File: src/rtl/tx_gate_pkg.sv
package tx_gate_pkg;

    // Controller states
    typedef enum logic [2:0] {
        ST_IDLE,
        ST_STAMP,
        ST_HOLD,
        ST_PLAY,
        ST_FLUSH
    } gate_state_t;

    // Time comparison outcome
    typedef enum logic [1:0] {
        V_NOW,
        V_WAIT,
        V_LATE
    } verdict_t;

    // Header flag bit positions (decoded by the host side as well)
    localparam int FLAG_IMM = 2;
    localparam int FLAG_SOB = 1;
    localparam int FLAG_EOB = 0;

endpackage

File: src/rtl/tx_time_judge.sv
module tx_time_judge
    import tx_gate_pkg::*;
#(
    parameter int TW = 32
) (
    input  logic [TW-1:0] pkt_time,
    input  logic [TW-1:0] cur_time,
    input  logic          force_now,
    output verdict_t      verdict,
    output logic          at_time
);
    localparam logic [TW-1:0] NOW_CODE = '1;

    logic [TW-1:0] delta;

    always_comb begin
        delta   = pkt_time - cur_time;
        at_time = (delta == '0);
        if (force_now || pkt_time == NOW_CODE || at_time) begin
            verdict = V_NOW;
        end else if (delta[TW-1]) begin
            verdict = V_LATE;
        end else begin
            verdict = V_WAIT;
        end
    end
endmodule

File: src/rtl/tx_burst_track.sv
module tx_burst_track (
    input  logic clk,
    input  logic rst_n,
    input  logic open_evt,
    input  logic close_evt,
    output logic in_burst
);
    always_ff @(posedge clk) begin
        if (!rst_n) begin
            in_burst <= 1'b0;
        end else if (close_evt) begin
            in_burst <= 1'b0;
        end else if (open_evt) begin
            in_burst <= 1'b1;
        end
    end
endmodule

File: src/rtl/tx_release_gate.sv
module tx_release_gate
    import tx_gate_pkg::*;
#(
    parameter int DW = 32,
    parameter int TW = 32
) (
    input  logic          clk,
    input  logic          rst_n,
    input  logic [DW-1:0] in_data,
    input  logic          in_valid,
    input  logic          in_sop,
    input  logic          in_eop,
    output logic          in_ready,
    input  logic [TW-1:0] now_time,
    input  logic          smp_strobe,
    output logic [DW-1:0] out_sample,
    output logic          out_valid,
    output logic          drop_pulse,
    output logic          underrun_pulse
);
    localparam int NFLAG = 3;

    gate_state_t      state_q, state_d;
    logic [NFLAG-1:0] flags_q;
    logic [TW-1:0]    ts_q;
    logic [TW-1:0]    ts_sel;
    verdict_t         verdict;
    logic             at_time;
    logic             take;
    logic             play_ok;
    logic             in_burst;
    logic             open_evt;
    logic             close_evt;

    assign ts_sel = (state_q == ST_STAMP) ? in_data[TW-1:0] : ts_q;
    assign take   = in_valid && in_ready;

    tx_time_judge #(.TW(TW)) u_judge (
        .pkt_time  (ts_sel),
        .cur_time  (now_time),
        .force_now ((state_q == ST_STAMP) && flags_q[FLAG_IMM]),
        .verdict   (verdict),
        .at_time   (at_time)
    );

    assign open_evt  = (state_q == ST_IDLE) && take && in_sop && in_data[FLAG_SOB];
    assign close_evt = (state_q != ST_IDLE) && take && in_eop && flags_q[FLAG_EOB];

    tx_burst_track u_burst (
        .clk       (clk),
        .rst_n     (rst_n),
        .open_evt  (open_evt),
        .close_evt (close_evt),
        .in_burst  (in_burst)
    );

    // State register
    always_ff @(posedge clk) begin
        if (!rst_n) begin
            state_q <= ST_IDLE;
        end else begin
            state_q <= state_d;
        end
    end

    // Header and time capture
    always_ff @(posedge clk) begin
        if (!rst_n) begin
            flags_q <= '0;
            ts_q    <= '0;
        end else begin
            if (state_q == ST_IDLE && take && in_sop) begin
                flags_q <= in_data[NFLAG-1:0];
            end
            if (state_q == ST_STAMP && take) begin
                ts_q <= in_data[TW-1:0];
            end
        end
    end

    // Next state
    always_comb begin
        state_d = state_q;
        unique case (state_q)
            ST_IDLE: begin
                if (take && in_sop) state_d = ST_STAMP;
            end
            ST_STAMP: begin
                if (take) begin
                    if (in_eop) begin
                        state_d = ST_IDLE;
                    end else begin
                        unique case (verdict)
                            V_NOW:   state_d = ST_PLAY;
                            V_WAIT:  state_d = ST_HOLD;
                            default: state_d = ST_FLUSH;
                        endcase
                    end
                end
            end
            ST_HOLD: begin
                if (verdict == V_LATE) begin
                    state_d = ST_FLUSH;
                end else if (at_time) begin
                    state_d = (take && in_eop) ? ST_IDLE : ST_PLAY;
                end
            end
            ST_PLAY, ST_FLUSH: begin
                if (take && in_eop) state_d = ST_IDLE;
            end
            default: state_d = ST_IDLE;
        endcase
    end

    // Outputs
    always_comb begin
        play_ok = (state_q == ST_PLAY) || (state_q == ST_HOLD && at_time);
        unique case (state_q)
            ST_HOLD:  in_ready = at_time && smp_strobe;
            ST_PLAY:  in_ready = smp_strobe;
            default:  in_ready = 1'b1;
        endcase
        out_sample     = in_data;
        out_valid      = play_ok && smp_strobe && in_valid;
        drop_pulse     = (state_q == ST_STAMP && take && !in_eop && verdict == V_LATE) ||
                         (state_q == ST_HOLD && verdict == V_LATE);
        underrun_pulse = smp_strobe && in_burst && !in_valid &&
                         (state_q == ST_IDLE || state_q == ST_STAMP || play_ok);
    end
endmodule

File: config.mk
export PLATFORM = sky130hd
export DESIGN_NAME = tx_release_gate
export DESIGN_NICKNAME = d
export VERILOG_FILES = /design/src/rtl/tx_gate_pkg.sv /design/src/rtl/tx_time_judge.sv /design/src/rtl/tx_burst_track.sv /design/src/rtl/tx_release_gate.sv
export SDC_FILE = /design/constraint.sdc
export NUM_CORES = 1
export LEC_CHECK = 0
export ABC_AREA = 1
export BUFFER_PORTS_ARGS = -buffer_cell sky130_fd_sc_hd__buf_2
export CAP_MARGIN = 10
export CORE_AREA = 4 4 127 129
export DETAILED_ROUTE_END_ITERATION = 8
export DIE_AREA = 0 0 131 133
export GPL_TIMING_DRIVEN = 0
export HOLD_SLACK_MARGIN = 0.08
export PLACE_DENSITY_LB_ADDON = 0.3
export SETUP_SLACK_MARGIN = 0.3
export SLEW_MARGIN = 20
export SYNTH_ARGS = -nofsm -noshare
export SYNTH_HDL_FRONTEND = slang
export SYNTH_SLANG_ARGS = --single-unit
File: constraint.sdc
create_clock -name clk -period 5.9 [get_ports clk]
set_clock_uncertainty 0.05 [all_clocks]
set_input_delay 1.475 -clock clk [delete_from_list [all_inputs] [get_ports clk]]
set_output_delay 1.475 -clock clk [all_outputs]
set_load 0.01 [all_outputs]
==> flow_summary.json <==
{
  "outcome": "complete, no violations",
  "drv_cap": 0,
  "avgViaCountPerCell": 4.66,
  "rows": 45,
  "synth_top_family_by_area": "simple AND/OR/NAND/NOR gates",
  "vias": 5886,
  "syn_avg_cell_area_um2": 5.49,
  "syn_inst": 947,
  "slew_headroom": 0.532,
  "clk_transition_reported_paths_ns": 0.05,
  "grtUsageTotal": 0.188,
  "drt_iter0_markers": 305,
  "synth_top_flop_cell": "dfxtp_1",
  "final.setup.worst_slack_ns": 0.0479,
  "synthXorXnorAreaFrac": 0.00674,
  "cp_slowest_stage_delay_ns": 0.39,
  "arrival_ns": 4.33,
  "synth_mux_area_frac": 0.00385,
  "numClockSinks": 38,
  "cts.htree.levels": 2,
  "yosysTopAreaCellShare": 0.230,
  "wl_per_cell_um": 12.9,
  "antenna_cells": 0,
  "required_ns": 4.38,
  "fmax_ghz": 0.171,
  "io_pins": 106,
  "clkLatencyLatePin_ns": 0.29,
  "setup_viol": 0,
  "area_growth_pct": 26.3,
  "cts.path.max_buffers": 2,
  "die_x_um": 131,
  "synth_seq_cells": 38,
  "leakagePower_nw": 3.75,
  "netlist_area_mm2": 0.00520,
  "drt-pass1-iter-count": 5,
  "start_kind": "input port",
  "period_share": 0.992,
  "holdWs_ns": 0.398,
  "synth-warning-count": 0,
  "grt_antenna_before_repair": 0,
  "dp_slack_ns": -0.703,
  "start_util": 0.346,
  "synth_cell_type_count": 40,
  "critical_path_class": "in2out",
  "finalMaxSlewViolations": 0,
  "port_buffers": 104,
  "hpwl_mm": 13.5,
  "seq_area_frac_synth": 0.146,
  "worstMarginPinSlew_ns": 0.702,
  "syn_nets": 1049,
  "drive_gt1_frac": 0.270,
  "grt_max_degree": 11,
  "synth_common_cells": "nand2_1 (318), inv_1 (202), nor2_1 (79)",
  "fin_setup_tns_ns": 0,
  "drc": 0,
  "crit_slowest_cell": "fa_2",
  "drt_wl_total_mm": 16.3,
  "dieArea_mm2": 0.0174,
  "fp.coreArea_mm2": 0.0150,
  "gr-total-overflow": 0,
  "grt_pass1_vias": 5665,
  "die_h_um": 133,
  "hold_viol_final": 0,
  "synth-edff-count": 0,
  "crit_top_cell": "nand2_2",
  "vdd_drop_max_mv": 0.173,
  "ant_nets": 0,
  "cts_tree": "built",
  "setup.worst_path.end_class": "output port",
  "hold_class": "reg2reg",
  "period_needed_ns": 5.85,
  "dp.cells": 1239,
  "synthSimpleGateAreaFrac": 0.426,
  "powerDensity_mw_per_mm2": 358,
  "grt_pass1_wl_mm": 26.9,
  "fin_nets": 1179,
  "cts-root-buf": "clkbuf_16",
  "synthArstFlopShare": 0,
  "rsz0062_at_grt": "true",
  "fin_cells": 1264,
  "synth_area_leaders": "nand2_1 (23%), dfxtp_1 (15%), inv_1 (15%)",
  "synth.most_common_cell": "nand2_1",
  "gp_congestion": 0.896,
  "numCtsBuffers": 5,
  "synthAdderAreaFrac": 0.0785,
  "synth_area_leader_cell": "nand2_1",
  "worstPathMaxFanout": 4,
  "synth_compound_area_frac": 0.119
}
## state kept, by name, indices dropped and copies added, names as in the netlist
signal and flops:
ts_q 32, state_q 3, flags_q 2, u_burst.in_burst 1
## layer usage
metal,vias up,GRT usage,part of all wire
met5,-,0,0
met4,0,0.0549,0.020
met3,21,0.0137,0.034
met2,130,0.335,0.50
met1,2610,0.240,0.44
li1,3125,-,-
## logic make-up after synthesis
family                   count (synthesis)
AND/OR/NAND/NOR                        515
buffers and inverters                  258
AO/OA/AOI/OAI                           98
flip-flops                              38
adder cells (fa/ha/maj)                 32
XOR/XNOR                                 4
multiplexers                             2
## cell type report
cell class	count	area, µm²
plain buffers	48	348
clock buffers	6	139
fillers	1640	8470
inverters	210	796
multi-input cells	651	3590
flip-flops and latches	38	761
well taps	188	235
repair buffers	123	694
## timing repair
action                                  CTS  global route
hold buffers                              0             0
gates resized for setup                  32            57
pin swaps                                14            26
buffers inserted                         12             7
endpoints found under the setup margin    4             4
## placed cells by master, fill, tap and decap left out, drive strengths merged, types with 16 or more instances in the layout
| cell type | Yosys | layout |
|---|---|---|
| nand2 | 339 | 339 |
| inv | 207 | 207 |
| buf | 46 | 169 |
| nor2 | 87 | 87 |
| nand3 | 48 | 48 |
| a21oi | 41 | 41 |
| dfxtp | 38 | 38 |
| o21ai | 35 | 35 |
| ha | 31 | 31 |
| nand4 | 21 | 21 |
| a211oi | 16 | 16 |
## path summary, 6_finish.rpt
kind	cells after the start	slack (ns)	to	startpoint
worst min-delay path	2	0.40	flags_q[0]	flags_q[0]
worst min register to register	2	0.40	flags_q[0]	flags_q[0]
worst max register to register	27	1.77	ts_q[24]	state_q[2]
worst max-delay path	25	0.05	drop_pulse	in_data[0]
## worst max-delay path: cells and delay by family
| family | cells | cell delay, ns |
|---|---|---|
| AOI/OAI and AO/OA | 1 | 0.21 |
| and+or+nand+nor | 17 | 1.49 |
| buffers and inverters | 5 | 0.55 |
| adders and majority gates | 2 | 0.56 |
## per-stage QoR
step | cell area, µm² | power (mW) | util
floorplan | 5200 | 1.47 | -
global placement | 5950 | 1.83 | 0.396
detailed placement | 5950 | 1.84 | 0.396
CTS | 6310 | 2.21 | 0.419
global route | 6560 | 2.60 | 0.437
finish | 6560 | 2.35 | 0.437
## where the power goes
part | leakage, nW | switching [mW] | internal, mW
clock network | 0.0688 | 0.106 | 0.163
registers | 0.309 | 0.0226 | 0.313
logic | 3.37 | 1.10 | 0.642
total | 3.75 | 1.23 | 1.12
(Power assumes the default switching activity.)
